[config.mk]
export PLATFORM = sky130hd
export DESIGN_NAME = fan_tach_period_meter
export DESIGN_NICKNAME = d
export VERILOG_FILES = /design/src/rtl/ftach_pkg.sv /design/src/rtl/ftach_sync.sv /design/src/rtl/ftach_cfg_sel.sv /design/src/rtl/ftach_prescaler.sv /design/src/rtl/ftach_fsm.sv /design/src/rtl/fan_tach_period_meter.sv
export SDC_FILE = /design/constraint.sdc
export NUM_CORES = 1
export LEC_CHECK = 0
export ABC_AREA = 1
export ABC_CLOCK_PERIOD_IN_PS = 4800
export BUFFER_PORTS_ARGS = -buffer_cell sky130_fd_sc_hd__buf_2
export CORE_ASPECT_RATIO = 1.25
export CORE_MARGIN = 2
export CORE_UTILIZATION = 23
export DETAILED_ROUTE_END_ITERATION = 12
export PLACE_DENSITY_LB_ADDON = 0.08
export SLEW_MARGIN = 20
export SYNTH_ARGS = -nofsm -noshare
export SYNTH_HDL_FRONTEND = slang
export SYNTH_SLANG_ARGS = --single-unit
[constraint.sdc]
create_clock -name clk -period 4.8 [get_ports clk]
set_input_delay 0.24 -clock clk [delete_from_list [all_inputs] [get_ports clk]]
set_output_delay 0.24 -clock clk [all_outputs]
set_load 0.05 [all_outputs]
[src/rtl/ftach_pkg.sv]
package ftach_pkg;
    localparam int DIV_W   = 3;
    localparam int MODE_W  = 2;
    localparam int UNIT_W  = 16;
    localparam int CFG_W   = 32;
    localparam int TIDX_W  = 2;
    localparam int PRE_W   = 2 + 2 * ((1 << DIV_W) - 1);

    localparam logic [MODE_W-1:0] MODE_FALL = 2'd0;
    localparam logic [MODE_W-1:0] MODE_RISE = 2'd1;

    typedef enum logic [2:0] {
        S_IDLE,
        S_WAIT_FIRST,
        S_COUNT,
        S_DONE,
        S_EXPIRED
    } meas_state_t;

    typedef struct packed {
        logic              en;
        logic [DIV_W-1:0]  div;
        logic [MODE_W-1:0] mode;
        logic [UNIT_W-1:0] unit;
    } type_cfg_t;

    function automatic type_cfg_t unpack_cfg(input logic [CFG_W-1:0] w);
        type_cfg_t c;
        c.en   = w[0];
        c.div  = w[3:1];
        c.mode = w[5:4];
        c.unit = w[31:16];
        return c;
    endfunction
endpackage

[src/rtl/ftach_sync.sv]
module ftach_sync #(
    parameter int NCH = 16
) (
    input  logic           clk,
    input  logic           rst_n,
    input  logic [NCH-1:0] tach_in,
    output logic [NCH-1:0] rise,
    output logic [NCH-1:0] fall
);
    for (genvar g = 0; g < NCH; g++) begin : g_ch
        logic meta_q, stab_q, prev_q;

        always_ff @(posedge clk or negedge rst_n) begin
            if (!rst_n) begin
                meta_q <= 1'b0;
                stab_q <= 1'b0;
                prev_q <= 1'b0;
            end else begin
                meta_q <= tach_in[g];
                stab_q <= meta_q;
                prev_q <= stab_q;
            end
        end

        assign rise[g] = stab_q & ~prev_q;
        assign fall[g] = ~stab_q & prev_q;
    end
endmodule

[src/rtl/ftach_cfg_sel.sv]
module ftach_cfg_sel
    import ftach_pkg::*;
#(
    parameter int NCH   = 16,
    parameter int NSRC  = 8,
    parameter int NTYPE = 3,
    localparam int CH_W  = $clog2(NCH),
    localparam int SRC_W = $clog2(NSRC)
) (
    input  logic [CH_W-1:0]        sel_ch,
    input  logic [2*NCH-1:0]       src_lo_word,
    input  logic [2*NCH-1:0]       src_hi_word,
    input  logic [2*NSRC-1:0]      src_type_map,
    input  logic [NTYPE*CFG_W-1:0] type_cfg,
    output type_cfg_t              cfg,
    output logic                   cfg_ok
);
    logic [SRC_W-1:0]  src_idx;
    logic [TIDX_W-1:0] type_idx;

    always_comb begin
        src_idx  = {src_hi_word[2*sel_ch], src_lo_word[2*sel_ch + 1], src_lo_word[2*sel_ch]};
        type_idx = src_type_map[2*src_idx +: TIDX_W];
        cfg      = '0;
        for (int t = 0; t < NTYPE; t++) begin
            if (type_idx == TIDX_W'(t)) begin
                cfg = unpack_cfg(type_cfg[t*CFG_W +: CFG_W]);
            end
        end
        cfg_ok = (int'(type_idx) < NTYPE) && cfg.en;
    end
endmodule

[src/rtl/ftach_prescaler.sv]
module ftach_prescaler
    import ftach_pkg::*;
(
    input  logic             clk,
    input  logic             rst_n,
    input  logic             restart,
    input  logic             run,
    input  logic [DIV_W-1:0] div,
    output logic             tick
);
    logic [PRE_W-1:0] pre_q;
    logic [PRE_W:0]   limit;

    always_comb begin
        limit = ((PRE_W+1)'(4) << (2 * div)) - (PRE_W+1)'(1);
        tick  = run && ({1'b0, pre_q} == limit);
    end

    always_ff @(posedge clk or negedge rst_n) begin
        if (!rst_n) begin
            pre_q <= '0;
        end else if (restart || tick || !run) begin
            pre_q <= '0;
        end else begin
            pre_q <= pre_q + PRE_W'(1);
        end
    end

    AST_TICK_SPACING: assert property (@(posedge clk) disable iff (!rst_n)
        tick |=> !tick);
endmodule

[src/rtl/ftach_fsm.sv]
module ftach_fsm
    import ftach_pkg::*;
#(
    parameter int CH_W  = 4,
    parameter int CNT_W = 20
) (
    input  logic              clk,
    input  logic              rst_n,
    input  logic              trig_we,
    input  logic              start,
    input  logic [CH_W-1:0]   start_ch,
    input  type_cfg_t         start_cfg,
    input  logic              chan_on,
    input  logic              edge_hit,
    input  logic              tick,
    output logic              busy,
    output logic              done,
    output logic [CNT_W-1:0]  count,
    output logic [CH_W-1:0]   lat_ch,
    output logic [DIV_W-1:0]  lat_div,
    output logic [MODE_W-1:0] lat_mode
);
    meas_state_t       state_q, state_d;
    logic [CNT_W-1:0]  cnt_q, cnt_sat;
    logic [CNT_W:0]    cnt_sum;
    logic [UNIT_W-1:0] win_q, unit_q;
    logic [UNIT_W:0]   win_next;
    logic              win_out;

    always_comb begin
        cnt_sum  = {1'b0, cnt_q} + (CNT_W+1)'(tick);
        cnt_sat  = cnt_sum[CNT_W] ? '1 : cnt_sum[CNT_W-1:0];
        win_next = {1'b0, win_q} + (UNIT_W+1)'(1);
        win_out  = tick && (win_next >= {1'b0, unit_q});
    end

    always_comb begin
        state_d = state_q;
        unique case (state_q)
            S_IDLE, S_DONE, S_EXPIRED: state_d = state_q;
            S_WAIT_FIRST: begin
                if (!chan_on)      state_d = S_IDLE;
                else if (edge_hit) state_d = S_COUNT;
                else if (win_out)  state_d = S_EXPIRED;
            end
            S_COUNT: begin
                if (!chan_on)      state_d = S_IDLE;
                else if (edge_hit) state_d = S_DONE;
                else if (win_out)  state_d = S_EXPIRED;
            end
            default: state_d = S_IDLE;
        endcase
        if (trig_we) begin
            state_d = start ? S_WAIT_FIRST : S_IDLE;
        end
    end

    always_ff @(posedge clk or negedge rst_n) begin
        if (!rst_n) state_q <= S_IDLE;
        else        state_q <= state_d;
    end

    always_ff @(posedge clk or negedge rst_n) begin
        if (!rst_n) begin
            cnt_q    <= '0;
            win_q    <= '0;
            unit_q   <= '0;
            lat_ch   <= '0;
            lat_div  <= '0;
            lat_mode <= '0;
        end else if (trig_we) begin
            cnt_q <= '0;
            win_q <= '0;
            if (start) begin
                unit_q   <= start_cfg.unit;
                lat_ch   <= start_ch;
                lat_div  <= start_cfg.div;
                lat_mode <= start_cfg.mode;
            end
        end else if (state_q == S_WAIT_FIRST) begin
            if (tick) win_q <= win_next[UNIT_W-1:0];
            cnt_q <= '0;
        end else if (state_q == S_COUNT) begin
            if (tick) win_q <= win_next[UNIT_W-1:0];
            cnt_q <= cnt_sat;
        end
    end

    always_comb begin
        busy  = (state_q == S_WAIT_FIRST) || (state_q == S_COUNT);
        done  = (state_q == S_DONE);
        count = (state_q == S_DONE) ? cnt_q : '0;
    end

    AST_CLEAR_ON_TRIG: assert property (@(posedge clk) disable iff (!rst_n)
        trig_we |=> !done);
    AST_REJECT_IDLE: assert property (@(posedge clk) disable iff (!rst_n)
        (trig_we && !start) |=> (state_q == S_IDLE));
    AST_DONE_HOLD: assert property (@(posedge clk) disable iff (!rst_n)
        (state_q == S_DONE && !trig_we) |=> (state_q == S_DONE) && $stable(cnt_q));
    AST_COUNT_STEP: assert property (@(posedge clk) disable iff (!rst_n)
        (state_q == S_COUNT && !trig_we) |=> (cnt_q == $past(cnt_q)) || (cnt_q == $past(cnt_q) + CNT_W'(1)));
    AST_NO_WRAP: assert property (@(posedge clk) disable iff (!rst_n)
        (state_q == S_COUNT && cnt_q == '1 && !trig_we) |=> (cnt_q == '1));
    AST_EXPIRE_ON_TICK: assert property (@(posedge clk) disable iff (!rst_n)
        (state_q == S_EXPIRED && $past(state_q) != S_EXPIRED) |-> $past(tick));
endmodule

[src/rtl/fan_tach_period_meter.sv]
module fan_tach_period_meter
    import ftach_pkg::*;
#(
    parameter int NCH   = 16,
    parameter int NSRC  = 8,
    parameter int NTYPE = 3,
    parameter int CNT_W = 20,
    localparam int CH_W   = $clog2(NCH),
    localparam int EN_LSB = 16,
    localparam int DONE_BIT = 31
) (
    input  logic                   clk,
    input  logic                   rst_n,
    input  logic [NCH-1:0]         tach_in,
    input  logic [31:0]            ctrl_word,
    input  logic [2*NCH-1:0]       src_lo_word,
    input  logic [2*NCH-1:0]       src_hi_word,
    input  logic [2*NSRC-1:0]      src_type_map,
    input  logic [NTYPE*CFG_W-1:0] type_cfg,
    input  logic                   trig_we,
    input  logic [NCH-1:0]         trig_word,
    output logic [31:0]            result_word
);
    logic [NCH-1:0]    rise, fall;
    logic [CH_W-1:0]   trig_idx, lat_ch;
    logic              trig_single, start, cfg_ok, chan_on, edge_hit, tick, busy, done;
    type_cfg_t         sel_cfg;
    logic [DIV_W-1:0]  lat_div;
    logic [MODE_W-1:0] lat_mode;
    logic [CNT_W-1:0]  count;

    always_comb begin
        trig_single = (trig_word != '0) && ((trig_word & (trig_word - NCH'(1))) == '0);
        trig_idx    = '0;
        for (int c = 0; c < NCH; c++) begin
            if (trig_word[c]) trig_idx = CH_W'(c);
        end
    end

    ftach_sync #(.NCH(NCH)) u_sync (
        .clk(clk), .rst_n(rst_n), .tach_in(tach_in), .rise(rise), .fall(fall)
    );

    ftach_cfg_sel #(.NCH(NCH), .NSRC(NSRC), .NTYPE(NTYPE)) u_cfg (
        .sel_ch(trig_idx), .src_lo_word(src_lo_word), .src_hi_word(src_hi_word),
        .src_type_map(src_type_map), .type_cfg(type_cfg), .cfg(sel_cfg), .cfg_ok(cfg_ok)
    );

    always_comb begin
        start   = trig_we && trig_single && ctrl_word[EN_LSB + int'(trig_idx)] && cfg_ok;
        chan_on = ctrl_word[EN_LSB + int'(lat_ch)];
        if (lat_mode == MODE_FALL)      edge_hit = fall[lat_ch];
        else if (lat_mode == MODE_RISE) edge_hit = rise[lat_ch];
        else                            edge_hit = rise[lat_ch] | fall[lat_ch];
    end

    ftach_prescaler u_pre (
        .clk(clk), .rst_n(rst_n), .restart(trig_we), .run(busy), .div(lat_div), .tick(tick)
    );

    ftach_fsm #(.CH_W(CH_W), .CNT_W(CNT_W)) u_fsm (
        .clk(clk), .rst_n(rst_n), .trig_we(trig_we), .start(start), .start_ch(trig_idx),
        .start_cfg(sel_cfg), .chan_on(chan_on), .edge_hit(edge_hit), .tick(tick),
        .busy(busy), .done(done), .count(count), .lat_ch(lat_ch), .lat_div(lat_div),
        .lat_mode(lat_mode)
    );

    always_comb begin
        result_word            = '0;
        result_word[DONE_BIT]  = done;
        result_word[CNT_W-1:0] = count;
    end

    AST_DONE_NEEDS_COUNT_OR_ZERO: assert property (@(posedge clk) disable iff (!rst_n)
        !result_word[DONE_BIT] |-> (result_word[CNT_W-1:0] == '0));
endmodule

==> out/summary.txt, run 1 <==
Result of the run: finished clean
Area growth, synth to finish: 27.1%
Starting density of the core: 0.235
Post-detailed-route DRC marker count: 0
H-tree levels: 4
Synthesized area per cell: 7.33 um2
Worst min-delay path startpoint: type_cfg[86]
Util after Layout: 0.298
Period Utilization, post-route: 0.903
R2R cell count: 21
Final std cell area, no fill: 10600 um2
Cell area after synthesis: 8340 um2
Worst Hold Path EP: u_fsm.unit_q[6]$_DFFE_PN0P_
Startpoint types: flop
Hold slack final: 180 ps
Area of the core region: 35600 um2
Unrepaired setup endpoints after global routing: false
Area of placed instances: 9860 um2
Routability Congestion: 0.839
Post-synth EDFFs: 0
Instance count of the mapped netlist: 1138
Final Hold Fails: 0
Sequential element share of the synthesized area: 0.384
Post-route setup TNS: 0 ps
Count of clock tree sinks: 128
Worst-case headroom to the max-slew limit: 0.392
Yosys warning count: 0
Clock slew at reported path FFs: 70 ps
Routed len/inst: 14.9 um
Max Cap Violations: 0
Antenna violations before repair: 2
Maximum fanout count along the critical path: 4
Pin count of the biggest net entering global routing: 87
Total number of placement rows: 77
Global-route wire length before repair: 44200 um
Vias in the first global route: 8388
Later-pin clock latency in the skew report: 430 ps
Crit Reg-Reg Endpoint: u_fsm.cnt_q[19]$_DFFE_PN0N_
Detailed Place HPWL: 20600 um
Endpoints failing setup: 0
ANT nets after route: 0
Reg2Reg Setup Slack: 460 ps
Buffer depth of the longest clock path: 2
Commonest register cell after synthesis: sky130_fd_sc_hd__dfrtp_1
CTS root buf: sky130_fd_sc_hd__clkbuf_16
Total wire length after detailed routing: 27500 um
Global routing usage summed across all routing layers: 0.148
Number of distinct library cell variants in the gate-level netlist after synthesis: 51
Number of buffers created by CTS: 17
Pre-CTS worst setup slack: 283 ps
Setup crit end kind: flop
Fraction of final layout cells sized beyond drive strength 1: 0.207
Worst Path Required: 5060 ps
Floorplan die area: 37800 um2
Die H: 217 um
GRT overflow: 0
Post-layout min period: 4340 ps
DR vias/cell: 4.51
Top-level I/O count: 275
Nets: 1619
Hold-critical path depth: 5
Worst setup slack after layout: 464 ps
Leakage power summed over all cells: 5.18 nW
Count of TritonRoute iterations in the first routing pass: 7
Fraction of registers with async set or reset after synthesis: 1.00
Clock skew after layout: 13.1 ps
Top cell type's share of synthesized area: 0.384
Max Slew Vio Count: 0
Count of input and output buffers: 201
Worst Hold Class: in -> reg
Transition time at the pin with the least slew margin: 911 ps
PwrDens: 270 nW/um2
Maximum clock frequency: 0.231 GHz
Critical path start-end classification: reg -> reg
Maximum VDD drop: 204 uV
Drt first-iter violations: 374
Signal arrival time at the worst endpoint: 4600 ps
Number of register bits inferred by synthesis: 128
Highest-count cells in the layout ignoring fill and taps: sky130_fd_sc_hd__nand3_1 (228), sky130_fd_sc_hd__nand2_1 (205), sky130_fd_sc_hd__buf_2 (200), sky130_fd_sc_hd__inv_1 (145), sky130_fd_sc_hd__dfrtp_1 (128)
TritonCTS clock tree: yes
Most common cell after layout, fill and taps aside: sky130_fd_sc_hd__nand3_1
Floorplan die width: 174 um
Reg2reg start: u_fsm.lat_div[0]$_DFFE_PN0P_
Detailed-route via count: 8311
Most area-consuming cells after synthesis: sky130_fd_sc_hd__dfrtp_1 (38%), sky130_fd_sc_hd__nand3_1 (14%), sky130_fd_sc_hd__nand2_1 (9.2%)
Synth area leader: sky130_fd_sc_hd__dfrtp_1
-- state kept, by name, summed over array words and instances (netlist names) --
name,flops
u_fsm.cnt_q,20
u_fsm.unit_q,16
u_fsm.win_q,16
u_pre.pre_q,16
u_sync.g_ch.meta_q,16
u_sync.g_ch.prev_q,16
u_sync.g_ch.stab_q,16
u_fsm.lat_ch,4
u_fsm.lat_div,3
u_fsm.state_q,3
u_fsm.lat_mode,2
-- routing by layer --
metal | track usage | up-vias | routed length [um]
li1 | - | 4240 | -
met1 | 0.186 | 3862 | 12600
met4 | 0.0476 | 0 | 476
met3 | 0.0239 | 25 | 1050
met5 | 0 | - | 0
met2 | 0.258 | 184 | 13400
-- layout make-up --
| class | instances | area [um2] |
|---|---|---|
| Antenna cell | 2 | 5.00 |
| Clock buffer | 17 | 425 |
| Clock inverter | 15 | 126 |
| Fill cell | 3932 | 25000 |
| Inverter | 153 | 574 |
| Multi-Input combinational cell | 812 | 4300 |
| Sequential cell | 128 | 3200 |
| Tap cell | 474 | 593 |
| Timing Repair Buffer | 243 | 1370 |
-- cells in the mapped netlist, drive strengths merged (11+ instances only) --
master and number:
nor2 99, ha 21, a31oi 14, clkbuf 19, dfrtp 128, o21ai 35, nor3 29, buf 36
xor2 33, o22ai 22, inv 150, nand2 211, a21oi 34, nor4 11, nand3 232
-- stage by stage --
stage / total power [mW] / instances
final: 2.86 / 1844
after global routing: 3.03 / 1843
after CTS: 2.92 / 1842
after detailed placement: 1.66 / 1793
after global placement: 1.65 / 1793
after floorplan: 1.44 / 1148
-- worst max path at each step --
stage / start / cells past startpoint / end
finish: u_fsm.lat_div[0]$_DFFE_PN0P_ / 21 / u_fsm.cnt_q[19]$_DFFE_PN0N_
global route: u_fsm.lat_div[0]$_DFFE_PN0P_ / 24 / u_fsm.cnt_q[17]$_DFFE_PN0N_
CTS: u_fsm.lat_div[0]$_DFFE_PN0P_ / 23 / u_fsm.cnt_q[2]$_DFFE_PN0N_
detailed placement: u_fsm.lat_div[1]$_DFFE_PN0P_ / 23 / u_fsm.cnt_q[2]$_DFFE_PN0N_
global placement: u_fsm.lat_div[1]$_DFFE_PN0P_ / 23 / u_fsm.cnt_q[5]$_DFFE_PN0N_
floorplan: u_fsm.lat_div[2]$_DFFE_PN0P_ / 24 / u_fsm.cnt_q[11]$_DFFE_PN0N_
-- power breakdown --
part	internal, mW	switching (mW)	total (mW)
clock	0.676	0.549	1.22
sequential	1.10	0.00931	1.11
combinational	0.174	0.351	0.525
-- what timing repair did --
action                     CTS  global route
gates resized for setup      0             3
setup endpoints to repair    0            20
hold buffers                17             0
setup buffers                0             0
hold endpoints to repair   101             0
-- worst max-delay path: stages (launching register included) --
cell                       delay, ps
sky130_fd_sc_hd__dfrtp_1         390
sky130_fd_sc_hd__nor2_1          220
sky130_fd_sc_hd__nand2_1         150
sky130_fd_sc_hd__ha_1            330
sky130_fd_sc_hd__nand2_1          90
sky130_fd_sc_hd__o21ai_0          80
sky130_fd_sc_hd__nor3_1          230
sky130_fd_sc_hd__nand3b_1        110
sky130_fd_sc_hd__nor3_1          150
sky130_fd_sc_hd__nand4_1         130
sky130_fd_sc_hd__nor4_2          180
sky130_fd_sc_hd__buf_4           180
sky130_fd_sc_hd__ha_1            170
sky130_fd_sc_hd__nand3_1         130
sky130_fd_sc_hd__nor3_1          280
sky130_fd_sc_hd__nand3_1         180
sky130_fd_sc_hd__or2_2           350
sky130_fd_sc_hd__nor4_1          370
sky130_fd_sc_hd__nand3_1         150
sky130_fd_sc_hd__xor2_1          170
sky130_fd_sc_hd__nor2_1           80
sky130_fd_sc_hd__o22ai_1          60
-- kinds of logic after synthesis --
| family | share of synthesized area |
|---|---|
| AO/OA/AOI/OAI | 0.102 |
| XOR/XNOR | 0.0368 |
| adder cells (fa/ha/maj) | 0.0315 |
| buffers and inverters | 0.106 |
| flip-flops | 0.384 |
| other | 0.000450 |
| AND/OR/NAND/NOR | 0.339 |
No activity file was read; power rests on OpenSTA's default activity.
==> run 2, diff against run 1 <==
SLEW_MARGIN = unset   (was 20)
SYNTH_HIERARCHICAL = 1   (was unset)
==> run 2 against run 1 <==
Sequential share of layout area down 1.2 points. Register-to-register slack better by 490 ps. Synthesized area up 5.9%. Die area up 5.8%. Clock skew up 5.4 ps. Core utilization down 0.79 points. Highest routed layer unchanged. Sequential power about the same.
==> out/summary.txt, run 2 <==
Unrepaired setup endpoints after global routing: false
Resized Gates After CTS: 0
Starting density of the core: 0.232
CTS Hold Buffers Added: 17
Floorplan die area: 40000 um2
Signal arrival time at the worst endpoint: 4290 ps
DR vias/cell: 4.36
Final Hold Fails: 0
Cell area after synthesis: 8830 um2
PwrDens: 265 nW/um2
Clock skew after layout: 18.6 ps
Area of the core region: 38000 um2
Antenna violations before repair: 1
Most common cell after layout, fill and taps aside: sky130_fd_sc_hd__nand2_1
Pin count of the biggest net entering global routing: 51
Maximum clock frequency: 0.254 GHz
Floorplan die width: 179 um
Synthesized area per cell: 6.89 um2
GRT overflow: 0
Number of buffers created by CTS: 17
Worst min-delay path startpoint: type_cfg[50]
Reg2reg start: u_fsm/lat_div[2]$_DFFE_PN0P_
Routability Congestion: 0.793
Period Utilization, post-route: 0.821
Count of TritonRoute iterations in the first routing pass: 5
Top-level I/O count: 275
ANT nets after route: 0
Placed cell count: 1945
Transition time at the pin with the least slew margin: 829 ps
Count of clock tree sinks: 128
Post-route setup TNS: 0 ps
Crit-path max cell delay: 280 ps
Hold-critical path depth: 5
Crit Reg-Reg Endpoint: u_fsm/cnt_q[2]$_DFFE_PN0P_
Detailed-route via count: 8691
Detailed Place HPWL: 21600 um
Result of the run: finished clean
Vias in the first global route: 8696
Most common cell type on the critical path: sky130_fd_sc_hd__nand2_1
Max Cap Violations: 0
Yosys warning count: 6
Maximum VDD drop: 231 uV
Nets: 1753
Max Slew Vio Count: 0
H-tree levels: 4
Worst Hold Path EP: u_fsm/unit_q[2]$_DFFE_PN0P_
Later-pin clock latency in the skew report: 430 ps
Critical path start-end classification: in -> reg
Fraction of final layout cells sized beyond drive strength 1: 0.190
Critical path's top delay family: simple AND/OR/NAND/NOR gates
Maximum fanout count along the critical path: 34
Global-route wire length before repair: 45200 um
Reg2Reg Setup Slack: 950 ps
Post-CTS setup buffer count: 0
Worst-case headroom to the max-slew limit: 0.448
Total power draw: 2.93 mW
Worst Path Required: 5150 ps
Global routing usage summed across all routing layers: 0.144
Highest-count cells in the layout ignoring fill and taps: sky130_fd_sc_hd__nand2_1 (292), sky130_fd_sc_hd__buf_2 (200), sky130_fd_sc_hd__nand3_1 (195), sky130_fd_sc_hd__inv_1 (188), sky130_fd_sc_hd__nor2_1 (145)
Critical Path Slowest Stage Cell: sky130_fd_sc_hd__buf_4
Count of input and output buffers: 201
Startpoint types: input pin
Hold slack final: 167 ps
Setup crit end kind: flop
TritonCTS clock tree: yes
Buffer depth of the longest clock path: 2
Area growth, synth to finish: 25.0%
Post-detailed-route DRC marker count: 0
Instance count of the mapped netlist: 1281
Worst Hold Class: in -> reg
Number of cells in the finished layout apart from fillers: 1995
Leakage power summed over all cells: 5.69 nW
Buffers and inverters on the worst path: 5
Drt first-iter violations: 463
Top reg by flops: u_fsm/cnt_q
Max reg flops: 20
R2R cell count: 23
Endpoints failing setup: 0
CTS root buf: sky130_fd_sc_hd__clkbuf_16
Post-layout min period: 3940 ps
Routed len/inst: 14.3 um
Util after Layout: 0.290
Die H: 223 um
Total wire length after detailed routing: 28400 um
Total number of placement rows: 80
Clock slew at reported path FFs: 60 ps
Final-layout fill cell count: 4232
run 2: worst max-delay path by stage:
stage	startpoint	to	slack (ps)	cells after the start
6_report	trig_word[2]	u_fsm/lat_div[0]$_DFFE_PN0P_	860	40
5_1_grt	trig_word[2]	u_fsm/lat_div[0]$_DFFE_PN0P_	250	40
4_1_cts	trig_word[2]	u_fsm/lat_div[0]$_DFFE_PN0P_	820	40
3_5_place_dp	trig_word[2]	u_fsm/lat_div[0]$_DFFE_PN0P_	380	40
3_3_place_gp	trig_word[2]	u_fsm/lat_div[0]$_DFFE_PN0P_	370	40
2_1_floorplan	trig_word[2]	u_fsm/unit_q[15]$_DFFE_PN0P_	1210	40
run 2: area by class of cell:
type / count / area (um2) / area share
Inverter: 198 / 746 / 0.0676
Sequential cell: 128 / 3200 / 0.290
Multi-Input combinational cell: 911 / 4570 / 0.414
Timing Repair Buffer: 233 / 1310 / 0.118
Antenna cell: 1 / 2.50 / 0.000227
Clock inverter: 13 / 153 / 0.0138
Clock buffer: 19 / 443 / 0.0401
Tap cell: 492 / 616 / 0.0558
run 2: report_power, final:
group	internal [mW]	switching, mW	total, mW	leakage, nW
sequential	1.10	0.0120	1.11	1.60
combinational	0.170	0.323	0.492	3.80
clock	0.789	0.536	1.32	0.286
run 2: metal layers:
metal | global-route usage | up-vias | routed length (um)
met2 | 0.251 | 157 | 14100
met3 | 0.0257 | 13 | 1200
met4 | 0.0325 | 0 | 262
li1 | - | 4492 | -
met1 | 0.185 | 4029 | 12900
met5 | 0 | - | 0
run 2: per-stage QoR:
stage	worst slack, ps	cell area (um2)
floorplan	1210	8870
global placement	374	10300
detailed placement	382	10300
CTS	819	11000
global route	253	11000
finish	857	11000
run 2: worst register-to-register path, delay by kind of cell, from the launching register on:
kind	cells	cell delay, ps
AOI/OAI and AO/OA	3	400
adders and majority gates	3	700
buffers and inverters	4	510
DFF	1	520
and+or+nand+nor	13	1620
==> run 3, diff against run 2 <==
ABC_CLOCK_PERIOD_IN_PS = 4000   (was 4800)
clock period = 4 ns   (was 4.8 ns; I/O delays follow)
==> run 3 against run 2 <==
Die area stayed put. Global-route usage increased by 0.26 points. Non-clock buffer count rose by 18. Highest routed layer is now met5. Largest cell class unchanged. Clock skew about the same. Sequential share of layout area down 0.40 points. Largest power group unchanged. Register-to-register slack lost 440 ps.
==> out/summary.txt, run 3 (synthesis gave the netlist of run 2 again) <==
Result of the run: finished clean
Signal arrival time at the worst endpoint: 3840 ps
Post-detailed-route DRC marker count: 0
Detailed Place HPWL: 22100 um
Floorplan die width: 179 um
Hold slack final: 107 ps
ANT nets after route: 0
Die H: 223 um
H-tree levels: 4
CTS root buf: sky130_fd_sc_hd__clkbuf_16
GRT overflow: 0
Routed len/inst: 14.3 um
Buffers and inverters on the worst path: 5
Fraction of final layout cells sized beyond drive strength 1: 0.202
Met3 WL post-DR: 1210 um
Number of buffers created by CTS: 17
Hold-critical path depth: 5
Count of input and output buffers: 201
Final Hold Fails: 0
Most common cell after layout, fill and taps aside: sky130_fd_sc_hd__nand2_1
Leakage power summed over all cells: 5.78 nW
Util after Layout: 0.294
Highest-count cells in the layout ignoring fill and taps: sky130_fd_sc_hd__nand2_1 (292), sky130_fd_sc_hd__buf_2 (200), sky130_fd_sc_hd__nand3_1 (195), sky130_fd_sc_hd__inv_1 (187), sky130_fd_sc_hd__nor2_1 (145)
Metal1 wirelength: 12900 um
Total number of placement rows: 80
Crit-path max cell delay: 380 ps
Count of clock tree sinks: 128
Worst setup slack after layout: 509 ps
Count of inserted antenna diode cells: 0
Critical path start-end classification: reg -> reg
Worst-case headroom to the max-slew limit: 0.486
Crit Reg-Reg Endpoint: u_fsm/cnt_q[2]$_DFFE_PN0P_
Critical Path Slowest Stage Cell: sky130_fd_sc_hd__dfrtp_1
Maximum fanout count along the critical path: 15
Period Utilization, post-route: 0.873
Total power draw: 3.49 mW
Reg2reg start: u_fsm/lat_div[2]$_DFFE_PN0P_
TritonCTS clock tree: yes
Pre-CTS worst setup slack: 11.4 ps
Post-layout min period: 3490 ps
Buffer depth of the longest clock path: 2
Reg2Reg Setup Slack: 510 ps
Clock slew at reported path FFs: 60 ps
Top-level I/O count: 275
Critical path's top delay family: simple AND/OR/NAND/NOR gates
Worst min-delay path startpoint: type_cfg[60]
Post-route setup TNS: 0 ps
Routability Congestion: 0.822
Met2 WL post-DR: 14200 um
Unrepaired setup endpoints after global routing: false
Worst Hold Class: in -> reg
Top reg by flops: u_fsm/cnt_q
Endpoints failing setup: 0
Later-pin clock latency in the skew report: 440 ps
Max Slew Vio Count: 0
Setup crit end kind: flop
Final-layout fill cell count: 4278
Highest signal layer in the routed design: met5
Drt first-iter violations: 406
R2R cell count: 25
Area of the multi-input gates: 4570 um2
Total wire length after detailed routing: 28800 um
Detailed-route via count: 8844
PwrDens: 312 nW/um2
Startpoint types: flop
Area of the core region: 38000 um2
Worst Path Required: 4350 ps
Max Cap Violations: 0
Max reg flops: 20
Starting density of the core: 0.232
Maximum VDD drop: 295 uV
Transition time at the pin with the least slew margin: 771 ps
Nets: 1771
Most common cell type on the critical path: sky130_fd_sc_hd__nor2_1
Antenna violations before repair: 1
Global routing usage summed across all routing layers: 0.147
Worst Hold Path EP: u_fsm/unit_q[12]$_DFFE_PN0P_
Maximum clock frequency: 0.286 GHz
Global-route wire length before repair: 45700 um
Register cell area after layout: 3200 um2
DR vias/cell: 4.40
Vias in the first global route: 8770
Area growth, synth to finish: 26.7%
Floorplan die area: 40000 um2
Clock skew after layout: 19.0 ps
Count of TritonRoute iterations in the first routing pass: 5
Pin count of the biggest net entering global routing: 73
[run 3: repair_timing]
action                                 in CTS  in global routing
gates resized for setup                     0                  3
endpoints found under the hold margin      86                  0
setup endpoints to repair                   0                 19
hold buffers                               17                  0
buffers inserted                            0                  0
[run 3: cell type report]
type | count | area share
clock buffers | 17 | 0.0380
clock inverters | 15 | 0.0141
inverters | 198 | 0.0669
multi-input cells | 911 | 0.409
flip-flops and latches | 128 | 0.286
well taps | 492 | 0.0550
repair buffers | 251 | 0.131
[run 3: worst max-delay path by stage]
stage / startpoint / to / depth (start not counted)
3_5_place_dp: trig_word[2] / u_fsm/unit_q[11]$_DFFE_PN0P_ / 40
6_report: u_fsm/lat_div[2]$_DFFE_PN0P_ / u_fsm/cnt_q[2]$_DFFE_PN0P_ / 25
2_1_floorplan: trig_word[2] / u_fsm/unit_q[15]$_DFFE_PN0P_ / 40
5_1_grt: trig_word[2] / u_fsm/unit_q[11]$_DFFE_PN0P_ / 40
4_1_cts: trig_word[2] / u_fsm/unit_q[11]$_DFFE_PN0P_ / 40
3_3_place_gp: trig_word[2] / u_fsm/unit_q[11]$_DFFE_PN0P_ / 39
[run 3: worst min-delay path, cell delays in order]
cell,delay [ps]
sky130_fd_sc_hd__buf_2,70
sky130_fd_sc_hd__nand3_1,60
sky130_fd_sc_hd__nand3_1,60
sky130_fd_sc_hd__nand2_1,40
sky130_fd_sc_hd__o21ai_0,60
[run 3: stage by stage]
step | std cells | cell area (um2)
3_5_place_dp | 1963 | 10400
6_report | 2012 | 11200
3_3_place_gp | 1963 | 10400
2_1_floorplan | 1291 | 8870
5_1_grt | 2012 | 11200
4_1_cts | 2012 | 11200
[run 3: layer usage]
metal,track usage,vias to the layer above
li1,-,4530
met4,0.0372,2
met3,0.0273,27
met2,0.256,174
met1,0.186,4111
met5,0,-
[run 3: power by group]
group	switching, mW	internal, mW	leakage (nW)
logic	0.389	0.213	3.90
clock network	0.720	0.834	0.285
registers	0.0139	1.32	1.60
